**src/rtl/twm_pkg.sv**
```systemverilog
package twm_pkg;
  localparam logic [3:0] DEV_CODE = 4'b1010;

  typedef enum logic [1:0] {DRV_KEEP, DRV_REL, DRV_ACK, DRV_TX} drvSel_e;

  typedef enum logic [2:0] {
    ST_IDLE, ST_CTRL, ST_AHI, ST_ALO, ST_WDAT, ST_RDAT
  } state_e;

  typedef struct packed {
    logic     shiftIn;
    logic     shiftTx;
    logic     loadTx;
    logic     loadHi;
    logic     loadLo;
    logic     incAddr;
    logic     wrReq;
    logic     rdReq;
    logic     relNow;
    drvSel_e  drv;
  } strobe_t;
endpackage

```
**src/rtl/twm_datapath.sv**
```systemverilog
module twm_datapath
  import twm_pkg::*;
#(
  parameter int FILT_LEN = 4,
  parameter int HOLD_CYC = 32,
  parameter int ADDR_W   = 13
) (
  input  logic              clk,
  input  logic              rstN,
  input  logic              sclIn,
  input  logic              sdaIn,
  input  strobe_t           strb,
  input  logic [7:0]        rdData,
  output logic              evStart,
  output logic              evStop,
  output logic              evRise,
  output logic              evFall,
  output logic              sdaF,
  output logic [7:0]        rxByte,
  output logic              sdaOe,
  output logic              wrReq,
  output logic [ADDR_W-1:0] wrAddr,
  output logic [7:0]        wrData,
  output logic              rdReq,
  output logic [ADDR_W-1:0] rdAddr
);
  localparam int CNT_W = (FILT_LEN > 1) ? $clog2(FILT_LEN) : 1;
  localparam int HC_W  = $clog2(HOLD_CYC + 1);

  logic [1:0] sclSync, sdaSync, rawS, filt;
  logic sclF, sclD, sdaD;

  always_ff @(posedge clk) begin
    if (!rstN) begin
      sclSync <= 2'b11;
      sdaSync <= 2'b11;
    end else begin
      sclSync <= {sclSync[0], sclIn};
      sdaSync <= {sdaSync[0], sdaIn};
    end
  end

  assign rawS = {sclSync[1], sdaSync[1]};

  // persistence filter: a new level must be seen FILT_LEN clocks in a row
  for (genvar g = 0; g < 2; g++) begin : g_filt
    logic [CNT_W-1:0] cnt;
    logic fq;
    always_ff @(posedge clk) begin
      if (!rstN) begin
        cnt <= '0;
        fq  <= 1'b1;
      end else if (rawS[g] == fq) begin
        cnt <= '0;
      end else if (cnt == CNT_W'(FILT_LEN - 1)) begin
        fq  <= rawS[g];
        cnt <= '0;
      end else begin
        cnt <= cnt + 1'b1;
      end
    end
    assign filt[g] = fq;
  end

  assign sclF = filt[1];
  assign sdaF = filt[0];

  always_ff @(posedge clk) begin
    if (!rstN) begin
      sclD <= 1'b1;
      sdaD <= 1'b1;
    end else begin
      sclD <= sclF;
      sdaD <= sdaF;
    end
  end

  assign evRise  = sclF & ~sclD;
  assign evFall  = ~sclF & sclD;
  assign evStart = sclF & sclD & sdaD & ~sdaF;
  assign evStop  = sclF & sclD & ~sdaD & sdaF;

  // shift register, address counter, read buffer
  logic [7:0] shReg, rdBuf;
  logic [ADDR_W-1:0] addrQ, addrNext;
  logic rdPend;

  always_comb begin
    addrNext = addrQ;
    if (strb.loadHi) addrNext[ADDR_W-1:8] = shReg[ADDR_W-9:0];
    if (strb.loadLo) addrNext[7:0] = shReg;
    if (strb.incAddr) addrNext = addrQ + 1'b1;
  end

  always_ff @(posedge clk) begin
    if (!rstN) begin
      shReg  <= '0;
      rdBuf  <= '0;
      addrQ  <= '0;
      rdPend <= 1'b0;
      wrReq  <= 1'b0;
      wrAddr <= '0;
      wrData <= '0;
      rdReq  <= 1'b0;
      rdAddr <= '0;
    end else begin
      if (strb.shiftIn)      shReg <= {shReg[6:0], sdaF};
      else if (strb.loadTx)  shReg <= rdBuf;
      else if (strb.shiftTx) shReg <= {shReg[6:0], 1'b1};
      addrQ  <= addrNext;
      wrReq  <= strb.wrReq;
      rdReq  <= strb.rdReq;
      rdPend <= rdReq;
      if (strb.wrReq) begin
        wrAddr <= addrQ;
        wrData <= shReg;
      end
      if (strb.rdReq) rdAddr <= addrNext;
      if (rdPend) rdBuf <= rdData;
    end
  end

  assign rxByte = shReg;

  // delayed open-drain drive
  logic oePend, oeVal;
  logic [HC_W-1:0] holdCnt;

  always_comb begin
    case (strb.drv)
      DRV_ACK: oeVal = 1'b1;
      DRV_TX:  oeVal = strb.loadTx ? ~rdBuf[7] : ~shReg[6];
      default: oeVal = 1'b0;
    endcase
  end

  always_ff @(posedge clk) begin
    if (!rstN) begin
      sdaOe   <= 1'b0;
      oePend  <= 1'b0;
      holdCnt <= '0;
    end else if (strb.relNow) begin
      sdaOe   <= 1'b0;
      holdCnt <= '0;
    end else if (strb.drv != DRV_KEEP) begin
      oePend  <= oeVal;
      holdCnt <= HC_W'(HOLD_CYC);
    end else if (holdCnt != '0) begin
      holdCnt <= holdCnt - 1'b1;
      if (holdCnt == HC_W'(1)) sdaOe <= oePend;
    end
  end
endmodule

```
**src/rtl/twm_control.sv**
```systemverilog
module twm_control
  import twm_pkg::*;
(
  input  logic       clk,
  input  logic       rstN,
  input  logic       evStart,
  input  logic       evStop,
  input  logic       evRise,
  input  logic       evFall,
  input  logic       sdaF,
  input  logic [7:0] rxByte,
  input  logic [2:0] devSel,
  input  logic       memBusy,
  output strobe_t    strb
);
  state_e stateQ, stateD;
  logic [3:0] bitQ, bitD;
  logic readQ, readD, mAckQ, mAckD;
  logic rxMode, ctrlOk, byteOk;

  always_comb begin
    strb   = '0;
    stateD = stateQ;
    bitD   = bitQ;
    readD  = readQ;
    mAckD  = mAckQ;
    rxMode = stateQ inside {ST_CTRL, ST_AHI, ST_ALO, ST_WDAT};
    ctrlOk = (rxByte[7:4] == DEV_CODE) && (rxByte[3:1] == devSel);
    byteOk = !memBusy && (stateQ != ST_CTRL || ctrlOk);
    if (evStart) begin
      stateD = ST_CTRL;
      bitD = '0;
      strb.relNow = 1'b1;
    end else if (evStop) begin
      stateD = ST_IDLE;
      bitD = '0;
      strb.relNow = 1'b1;
    end else if (stateQ != ST_IDLE) begin
      if (evRise) begin
        if (bitQ < 4'd8) begin
          bitD = bitQ + 4'd1;
          strb.shiftIn = rxMode;
        end else if (bitQ == 4'd9 && stateQ == ST_RDAT) begin
          mAckD = !sdaF;
        end
      end else if (evFall) begin
        if (bitQ == 4'd8) begin
          bitD = 4'd9;
          if (rxMode) begin
            if (byteOk) begin
              strb.drv = DRV_ACK;
              case (stateQ)
                ST_CTRL: begin readD = rxByte[0]; strb.rdReq = rxByte[0]; end
                ST_AHI:  strb.loadHi = 1'b1;
                ST_ALO:  strb.loadLo = 1'b1;
                default: begin strb.wrReq = 1'b1; strb.incAddr = 1'b1; end
              endcase
            end else begin
              stateD = ST_IDLE;
              bitD = '0;
            end
          end else begin
            strb.drv = DRV_REL;
            strb.incAddr = 1'b1;
            strb.rdReq = 1'b1;
          end
        end else if (bitQ == 4'd9) begin
          bitD = '0;
          case (stateQ)
            ST_CTRL: begin
              if (readQ) begin
                stateD = ST_RDAT;
                strb.loadTx = 1'b1;
                strb.drv = DRV_TX;
              end else begin
                stateD = ST_AHI;
                strb.drv = DRV_REL;
              end
            end
            ST_AHI:  begin stateD = ST_ALO;  strb.drv = DRV_REL; end
            ST_ALO:  begin stateD = ST_WDAT; strb.drv = DRV_REL; end
            ST_WDAT: strb.drv = DRV_REL;
            default: begin
              if (mAckQ) begin
                strb.loadTx = 1'b1;
                strb.drv = DRV_TX;
              end else begin
                stateD = ST_IDLE;
              end
            end
          endcase
        end else if (stateQ == ST_RDAT && bitQ != 4'd0) begin
          strb.shiftTx = 1'b1;
          strb.drv = DRV_TX;
        end
      end
    end
  end

  always_ff @(posedge clk) begin
    if (!rstN) begin
      stateQ <= ST_IDLE;
      bitQ   <= '0;
      readQ  <= 1'b0;
      mAckQ  <= 1'b0;
    end else begin
      stateQ <= stateD;
      bitQ   <= bitD;
      readQ  <= readD;
      mAckQ  <= mAckD;
    end
  end
endmodule

```
**src/rtl/twowire_mem_slave.sv**
```systemverilog
module twowire_mem_slave
  import twm_pkg::*;
#(
  parameter int FILT_LEN = 4,
  parameter int HOLD_CYC = 32,
  parameter int ADDR_W   = 13
) (
  input  logic              clk,
  input  logic              rstN,
  input  logic              sclIn,
  input  logic              sdaIn,
  output logic              sdaOe,
  input  logic [2:0]        devSel,
  input  logic              memBusy,
  output logic              wrReq,
  output logic [ADDR_W-1:0] wrAddr,
  output logic [7:0]        wrData,
  output logic              rdReq,
  output logic [ADDR_W-1:0] rdAddr,
  input  logic [7:0]        rdData
);
  strobe_t strb;
  logic evStart, evStop, evRise, evFall, sdaF;
  logic [7:0] rxByte;

  twm_datapath #(.FILT_LEN(FILT_LEN), .HOLD_CYC(HOLD_CYC), .ADDR_W(ADDR_W)) dp_i (
    .clk(clk), .rstN(rstN), .sclIn(sclIn), .sdaIn(sdaIn), .strb(strb),
    .rdData(rdData), .evStart(evStart), .evStop(evStop), .evRise(evRise),
    .evFall(evFall), .sdaF(sdaF), .rxByte(rxByte), .sdaOe(sdaOe),
    .wrReq(wrReq), .wrAddr(wrAddr), .wrData(wrData), .rdReq(rdReq), .rdAddr(rdAddr)
  );

  twm_control ctl_i (
    .clk(clk), .rstN(rstN), .evStart(evStart), .evStop(evStop), .evRise(evRise),
    .evFall(evFall), .sdaF(sdaF), .rxByte(rxByte), .devSel(devSel),
    .memBusy(memBusy), .strb(strb)
  );
endmodule

```
**config.mk**
```make
export PLATFORM = sky130hd
export DESIGN_NAME = twowire_mem_slave
export DESIGN_NICKNAME = d
export VERILOG_FILES = /design/src/rtl/twm_pkg.sv /design/src/rtl/twm_datapath.sv /design/src/rtl/twm_control.sv /design/src/rtl/twowire_mem_slave.sv
export SDC_FILE = /design/constraint.sdc
export NUM_CORES = 1
export LEC_CHECK = 0
export CAP_MARGIN = 40
export CORE_ASPECT_RATIO = 0.7
export CORE_MARGIN = 2
export CORE_UTILIZATION = 50
export DETAILED_ROUTE_END_ITERATION = 8
export PLACE_DENSITY = 0.75
export SLEW_MARGIN = 20
export SYNTH_ARGS = -nofsm -noshare
export SYNTH_HDL_FRONTEND = slang
export SYNTH_HIERARCHICAL = 1
export SYNTH_SLANG_ARGS = --single-unit
```
**constraint.sdc**
```tcl
create_clock -name clk -period 2.7 [get_ports clk]
set_input_delay 0.405 -clock clk [delete_from_list [all_inputs] [get_ports clk]]
set_output_delay 0.405 -clock clk [all_outputs]
set_load 0.05 [all_outputs]
```
After elaboration in Yosys (flattened, before gate mapping)
Index checks and enable logic that the tools add are counted.

storage, ports and cells
  register bits after elaboration = 95
  bits of input ports = 16
  logic and storage cells = 185

cells by class
  add/subtract/negate cells = 5
  order comparisons = 1
  equality and inequality tests = 27
  mux-type cells = 68
  bitwise gates (word level) = 22
  reduce and logical (&&, ||, !) cells = 36

operator list
  cell                                                                     count
  8-bit 2-to-1 mux                                                         7
  2-bit 2-to-1 mux                                                         15
  4-bit 2-to-1 mux                                                         7
  1-bit 2-to-1 mux                                                         21
  3-bit 2-to-1 mux                                                         6
  3-bit OR reduction                                                       6
  8-bit AND reduction                                                      2
  5-bit 2-to-1 mux                                                         3
  1-bit inverter                                                           15
  3-bit nonzero test                                                       5
  7-bit 2-to-1 mux                                                         2
  13-bit by 1-bit adder with 13-bit output, second input constant          1
  13-bit 2-to-1 mux                                                        1
  4-bit == test, second input constant                                     3
  6-bit 2-to-1 mux                                                         2
  3-bit one-hot mux with 4 select lines                                    1
  4-bit nonzero test                                                       3
  9-bit AND reduction                                                      1
  2-bit == test, second input constant                                     4
  4-bit by 2-bit inequality test with 1-bit output, second input constant  2
  2-bit nonzero test                                                       4
  1-bit bitwise AND                                                        7
  7-bit by 5-bit inequality test with 1-bit output, second input constant  1
  3-bit by 2-bit == test with 1-bit output, second input constant          2
  other kinds (25)                                                         38

Longest topological paths before layout
Gate-level depths: netlist of run 1.

  word-level depth = 15
  mapped depth = 11

By module
The synthesis of run 1 kept the hierarchy.

modules (own cells, without submodules)
  module        times used  cells an instance  area each (µm²)  seq. area each (µm²)
  twm_datapath  1           370                3559.7           1721.7
  twm_control   1           126                965.9            180.2

Least setup slack after synthesis of run 1
OpenSTA, ideal clock, no wires.

  kind = register to register
  start point = register dp_i.g_filt[1].fq
  end point = register dp_i.rdAddr[9]
  setup time = 0.067 ns
  data arrival time = 2.585 ns
  data required time = 2.633 ns
  slack = 0.047 ns
  stages on the path, launching flop included = 10
  path buffers = 1
  clock period less this slack = 2.653 ns
  cell sequence = dfxtp_1 nor2b_1 buf_6 or4b_1 nor3_2 nor4bb_1 nor2b_1 a311oi_1 a311o_1 o21ai_2

RTL lines
  element                 line                 source
  start, declared         twm_datapath.sv:48   logic fq;
  start signal, assigned  twm_datapath.sv:56   fq <= rawS[g];
  end signal, assigned    twm_datapath.sv:118  if (strb.rdReq) rdAddr <= addrNext;
  end, declared           twm_datapath.sv:25   output logic [ADDR_W-1:0] rdAddr

==> metrics.md, run 1 <==
| Metric | Value |
|---|---|
| Most used cell, CP | a21oi_1 |
| Power per cell area | 548 nW/µm² |
| Mapped cell area | 4530 µm² |
| Critical path class | reg -> reg |
| Async S/R FF share, synth | 0% |
| Slew Viols, Final | 0 |
| EDFF count, synth | 0 |
| Final WS setup | 0.102 ns |
| Worst slew pin tran | 0.603 ns |
| Clk sinks | 95 |
| # port buffers | 52 |
| Routed wire length | 11300 µm |
| WL per Instance | 16.2 µm |
| CP top delay family | simple AND/OR/NAND/NOR gates |
| DPL Wire Length | 8220 µm |
| Count leader, synth | dfxtp_1 |
| Number of antenna-violating nets in the routed design | 0 |
| Maxcap violations | 0 |
| Static Leak | 0.00209 µW |
| # DRC | 0 |
| Period utilisation layout | 96.2% |
| WL met1 | 5610 µm |
| CP Cell Sequence | nand2_2 -> nor3b_1 -> or4b_4 -> a21oi_1 -> and3_1 -> nand4_1 -> nor4_1 -> a21oi_1 -> a32o_1 |
| CP Depth | 9 |
| Clock Skew | 0.00861 ns |
| Layout cells sized above 1 | 13.6% |
| Ant diodes | 0 |
| Num ports | 53 |
| Synth unique cells | 72 |
| Vias in the first global route | 3660 |
| Met3 routed WL | 888 µm |
| Worst Path Buf+Inv | 0 |
| Min cycle time layout | 2.60 ns |
| Syn Inst Count | 496 |
| DP Cell Count | 679 |
| H-tree depth | 3 |
| Via count | 3923 |
| CTS Buf Count | 9 |
| Pin count of the biggest net entering global routing | 36 |
| FMAX | 385 MHz |
| Seq/Total Area, Yosys | 42.0% |
| Antenna violations before repair | 0 |
| Die Ht | 83.6 µm |
| RSZ-0062 raised after global routing | false |
| Synthesized flop and latch total | 95 |
| CP startpoint kind | flip-flop |
| Mapped Nets | 520 |
| Row count | 29 |
| Rel. slew slack | 59.7% |
| Via-to-Cell Ratio | 5.64 |
| Die area | 9840 µm² |
| Max clock buf depth | 2 |
| Global-route wire length before repair | 18500 µm |
| Min-delay worst type | reg -> reg |
| Share of the synthesized area in the top cell type | 42.0% |
| Top routing layer in use | met4 |
| Yosys warning count | 6 |
| CTS Hold Bufs | 0 |
| Starting DRT DRC Count | 314 |
| CP endpoint kind | flip-flop |
| Syn-to-layout area delta | 26.7% |
| Synthesized area per cell | 9.12 µm² |
| Final setup vio count | 0 |
| Initial Util | 50.7% |
| Metal2 WL | 4640 µm |
| Area contributors post-synth | dfxtp_1 42%, mux2i_1 11%, nor2_1 5.4% |
| Final Hold Vio Count | 0 |
| Peak supply drop | 0.359 mV |
| Area leader, netlist | dfxtp_1 |
| Pre-CTS WS | 0.0662 ns |
| DR pass1 iterations | 4 |
| Nets | 591 |
| GRT Total Usage | 23.5% |
| Crit path DAT | 2.83 ns |
| Grt total ovfl | 0 |
| CORE AREA | 8930 µm² |
| Die X | 118 µm |
| Crit-path max FO | 6 |
| Worst Path Required | 2.94 ns |
| R2R cell count | 9 |
| Final estimated routing congestion in global placement | 0.945 |
| Root Buffer | clkbuf_16 |
| CTS tree | yes |
| Most frequent cells after synthesis | 95 x dfxtp_1, 65 x nor2_1, 48 x mux2i_1 |
| Setup TNS | 0 ns |
| Clk_lat worst skew | 0.34 ns |
| Clock slew at reported path FFs | 0.06 ns |
| Status | complete, no violations |
| Delay of the slowest cell on the worst path | 0.59 ns |
| Slowest-stage cell, CP | or4b_4 |
| Main synth FF type | dfxtp_1 |
| Hold Path Stages | 1 |
| Non-filler cells, final | 696 |
[final cells by class]
| cell class | instances | area [µm²] |
|---|---|---|
| repair buffers | 89 | 823 |
| flip-flops and latches | 95 | 1900 |
| multi-input cells | 359 | 2490 |
| well taps | 124 | 155 |
| clock buffers | 10 | 229 |
| clock inverters | 6 | 91.3 |
| inverters | 13 | 48.8 |
| fillers | 739 | 3190 |
[stage by stage]
step / utilization [%] / total power (µW) / hold WS (ns) / area (µm²)
2_1_floorplan: - / 1720 / 0.386 / 4530
3_3_place_gp: 60.0 / 1790 / 0.392 / 5360
3_5_place_dp: 60.0 / 1810 / 0.391 / 5360
4_1_cts: 63.6 / 3170 / 0.406 / 5680
5_1_grt: 64.3 / 3270 / 0.418 / 5740
6_report: 64.3 / 3140 / 0.406 / 5740
[state kept, by name, summed over array words and instances (netlist names), 2 cells and up]
register	cells
ctl_i/bitQ	4
ctl_i/stateQ	3
dp_i/addrQ	13
dp_i/g_filt.cnt	4
dp_i/holdCnt	6
dp_i/rdAddr	13
dp_i/rdBuf	8
dp_i/rxByte	8
dp_i/sclSync	2
dp_i/sdaSync	2
dp_i/wrAddr	13
dp_i/wrData	8
[where the power goes]
part	internal (µW)	total, µW	switching, µW
Combinational	131	292	161
Sequential	1440	1480	41.9
Clock	818	1360	546
Total	2390	3140	749
[logic make-up after synthesis]
kind of cell / Yosys count / share of synthesized area [%]
AOI/OAI and AO/OA: 92 / 14.1
xor gates and xnor gates: 7 / 1.35
adders and majority gates: 8 / 2.21
buffers and inverters: 42 / 4.31
DFF: 95 / 42.0
muxes: 50 / 11.1
and+or+nand+nor: 202 / 24.9
[cells in the final DEF (no fill, tap or decap), types with 3 or more instances in the layout]
master / Yosys / final
nor4_1: 5 / 5
nand2_1: 20 / 19
inv_1: 11 / 11
o21ai_0: 15 / 15
o31ai_1: 3 / 3
xor2_1: 5 / 5
nor3_1: 13 / 13
clkdlybuf4s50_1: 0 / 52
clkbuf_16: 0 / 9
mux2i_1: 48 / 48
nand3b_1: 6 / 6
nor4b_1: 4 / 4
nand4_1: 8 / 8
dfxtp_1: 95 / 95
o21ai_1: 5 / 5
ha_1: 8 / 8
nor2_1: 65 / 64
and2_1: 9 / 9
a211oi_1: 12 / 11
buf_4: 0 / 35
nand3_1: 12 / 12
or3_1: 3 / 3
nor3b_1: 6 / 5
nor2b_1: 12 / 11
a21oi_1: 21 / 21
a311oi_1: 5 / 5
and3_1: 4 / 4
nand2b_1: 13 / 13
a31oi_1: 4 / 4
[routing by layer]
layer  track usage [%]  vias up
li1                  -     1943
met1              34.1     1829
met2              34.1      136
met3              7.04       15
met4              5.81        0
met5                 0        -
[worst register-to-register path, cell delays in order (launching register included)]
cell and delay (ns):
dfxtp_1 0.36, nand2_2 0.09, nor3b_1 0.07, or4b_4 0.59
a21oi_1 0.14, and3_1 0.23, nand4_1 0.25, nor4_1 0.35
a21oi_1 0.14, a32o_1 0.27
[final timing paths]
kind                                  start                            to  slack (ns)
min              dp_i/sclSync[0]$_SDFF_PN1_    dp_i/sclSync[1]$_SDFF_PN1_        0.41
max          dp_i/g_filt[1].fq$_SDFFE_PN1P_  dp_i/rdAddr[12]$_SDFFE_PN0P_        0.10
max reg2reg  dp_i/g_filt[1].fq$_SDFFE_PN1P_  dp_i/rdAddr[12]$_SDFFE_PN0P_        0.10
min reg2reg      dp_i/sclSync[0]$_SDFF_PN1_    dp_i/sclSync[1]$_SDFF_PN1_        0.41
[timing repair]
| action | in CTS | in global routing |
|---|---|---|
| gates resized for setup | 0 | 11 |
| setup buffers | 0 | 1 |
| setup endpoints to repair | 0 | 11 |
Power figures use the tool's default switching activity.
==> inputs of run 2 (changes only) <==
--- a/config.mk
+++ b/config.mk
@@ -7,7 +7,7 @@
 export LEC_CHECK = 0
 export CAP_MARGIN = 40
 export CORE_ASPECT_RATIO = 0.7
-export CORE_MARGIN = 2
+export CORE_MARGIN = 3
 export CORE_UTILIZATION = 50
 export DETAILED_ROUTE_END_ITERATION = 8
 export PLACE_DENSITY = 0.75
==> run 2 against run 1 <==
Cell count shrank 0.72%; via count rose by 0.97%; clock skew decreased by 0.0031 ns; critical path type unchanged; critical endpoint is now dp_i/rdAddr[10]$_SDFFE_PN0P_; largest cell class unchanged; largest power group unchanged.
==> metrics.md, run 2 (same netlist as run 1, synthesis figures left out) <==
| Metric | Value |
|---|---|
| Switch share | 24.6% (+0.80 points) |
| Die Ht | 85.6 µm (+2.4%) |
| # DRC | 0 (unchanged) |
| CTS Buf Count | 9 (unchanged) |
| Antenna violations before repair | 0 (unchanged) |
| Clock Skew | 0.00556 ns (-0.00305 ns) |
| Global-route wire length before repair | 18800 µm (+1.5%) |
| Crit path DAT | 2.79 ns (-0.04 ns) |
| Sequential Power Share | 48.3% (+1.0 points) |
| Period utilisation layout | 94.2% (-2.0 points) |
| Clk_lat worst skew | 0.35 ns (about the same) |
| Rel. slew slack | 59.6% (about the same) |
| Most frequent cells in the layout | 95 x dfxtp_1, 65 x nor2_1, 52 x clkdlybuf4s50_1 |
| Clk sinks | 95 (unchanged) |
| Slew Viols, Final | 0 (unchanged) |
| FILL cells | 744 (+0.68%) |
| Pre-CTS WS | 0.0555 ns (-0.0107 ns) |
| Starting DRT DRC Count | 220 (-30%) |
| Power per cell area | 540 nW/µm² (-1.3%) |
| DR pass1 iterations | 4 (unchanged) |
| Final Hold Vio Count | 0 (unchanged) |
| CTS tree | yes |
| H-tree depth | 3 (unchanged) |
| Ant diodes | 0 (unchanged) |
| Commonest non-fill, non-tap cell in the layout | dfxtp_1 |
| Met3 routed WL | 916 µm (+3.2%) |
| Worst Path Buf+Inv | 0 (unchanged) |
| Delay of the slowest cell on the worst path | 0.60 ns (about the same) |
| # port buffers | 52 (unchanged) |
| Via count | 3961 (+0.97%) |
| Nets | 590 (-0.17%) |
| Final Cell Area | 5700 µm² (-0.59%) |
| CP Cell Sequence | nand2_1 -> nor3b_1 -> or4b_1 -> a21oi_1 -> and3_2 -> nand4_1 -> o311ai_1 -> o311a_1 -> a21oi_2 |
| Crit-path max FO | 6 (unchanged) |
| Root Buffer | clkbuf_16 |
| Layout cells sized above 1 | 13.5% (-0.15 points) |
| Grt total ovfl | 0 (unchanged) |
| Postcts setup bufs | 0 (unchanged) |
| Final setup vio count | 0 (unchanged) |
| Clock power frac | 42.3% (-1.1 points) |
| Maxcap violations | 0 (unchanged) |
| GRT Total Usage | 23.1% (-0.43 points) |
| CP endpoint kind | flip-flop |
| Cts repair resizes | 0 (unchanged) |
| WL met1 | 5700 µm (+1.5%) |
| CP startpoint kind | flip-flop |
| CTS Hold Bufs | 0 (unchanged) |
| Peak supply drop | 0.410 mV (+14%) |
| Die area | 10200 µm² (+4.1%) |
| Min-delay worst type | reg -> reg |
| Pin count of the biggest net entering global routing | 34 (-5.6%) |
| Largest registers | dp_i/addrQ (13), dp_i/rdAddr (13), dp_i/wrAddr (13) |
| CP top delay family | simple AND/OR/NAND/NOR gates |
| Min cycle time layout | 2.54 ns (-0.0532 ns) |
| Setup TNS | 0 ns (unchanged) |
| Final WS setup | 0.156 ns (+0.0532 ns) |
| RSZ-0062 raised after global routing | false |
| Worst Path Required | 2.94 ns (about the same) |
| Status | complete, no violations |
| Vias in the first global route | 3707 (+1.3%) |
| Worst slew pin tran | 0.601 ns (-0.00185 ns) |
| CORE AREA | 8620 µm² (-3.4%) |
| Final estimated routing congestion in global placement | 0.924 (-2.2%) |
| WL per Instance | 16.5 µm (+2.1%) |
| Top routing layer in use | met4 |
| Slowest-stage cell, CP | or4b_1 |
| Row count | 28 (-3.4%) |
| Clock slew at reported path FFs | 0.07 ns (about the same) |
| Number of antenna-violating nets in the routed design | 0 (unchanged) |
| Metal2 WL | 4710 µm (+1.3%) |
| Initial Util | 52.5% (+1.8 points) |
| Sw power | 759 µW (+1.4%) |
| Die X | 120 µm (+1.7%) |
| Placed Area | 5350 µm² (about the same) |
| Via-to-Cell Ratio | 5.73 (+1.7%) |
| Logic pwr share | 9.4% (about the same) |
| Routed wire length | 11400 µm (+1.3%) |
| FMAX | 393 MHz (+2.1%) |
| Critical path class | reg -> reg |
| Syn-to-layout area delta | 26.0% |
| DPL Wire Length | 8350 µm (+1.5%) |
| Max clock buf depth | 2 (unchanged) |
| Num ports | 53 (unchanged) |
| Static Leak | 0.00207 µW (-0.99%) |
| Cell Int Power | 2320 µW (-3.0%) |
run 2: power groups by stage:
| stage | clock network, µW | logic [µW] | registers [µW] |
|---|---|---|---|
| after floorplan | 0 | 217 | 1510 |
| after global placement | 0 | 272 | 1510 |
| after detailed placement | 0 | 290 | 1520 |
| after CTS | 1330 | 293 | 1480 |
| after global routing | 1400 | 326 | 1490 |
| final | 1300 | 291 | 1490 |
run 2: final cells by class:
class	count	area [µm²]	share of cell area, %
clock inverter	6	66.3	1.16
inverter	13	48.8	0.856
clock buffer	10	239	4.19
multi-input combinational	359	2480	43.5
timing repair buffer	88	816	14.3
tap	120	150	2.63
sequential	95	1900	33.4
run 2: worst register-to-register path: cells and delay by family (launching register included):
family / cells / cell delay [ns]
compound gates: 4 / 0.80
simple gates: 5 / 1.28
flops: 1 / 0.35
run 2: path summary, 6_finish.rpt:
kind                                  start                           end  slack, ns  cells after the start
max          dp_i/g_filt[1].fq$_SDFFE_PN1P_  dp_i/rdAddr[10]$_SDFFE_PN0P_       0.16                      9
max reg2reg  dp_i/g_filt[1].fq$_SDFFE_PN1P_  dp_i/rdAddr[10]$_SDFFE_PN0P_       0.16                      9
min reg2reg      dp_i/sdaSync[0]$_SDFF_PN1_    dp_i/sdaSync[1]$_SDFF_PN1_       0.41                      1
min              dp_i/sdaSync[0]$_SDFF_PN1_    dp_i/sdaSync[1]$_SDFF_PN1_       0.41                      1
run 2: routing by layer:
metal / track usage [%] / vias to the layer above
met1: 34.0 / 1869
met5: 0 / -
met4: 4.89 / 0
met3: 7.78 / 10
li1: - / 1939
met2: 32.7 / 143
run 2: through the flow:
step	std cells	util [%]	total power, µW	hold WS (ns)
floorplan	496	-	1720	0.386
global placement	675	62.1	1790	0.391
detailed placement	675	62.1	1810	0.392
CTS	691	65.6	3110	0.408
global route	691	66.2	3220	0.438
finish	691	66.2	3080	0.407
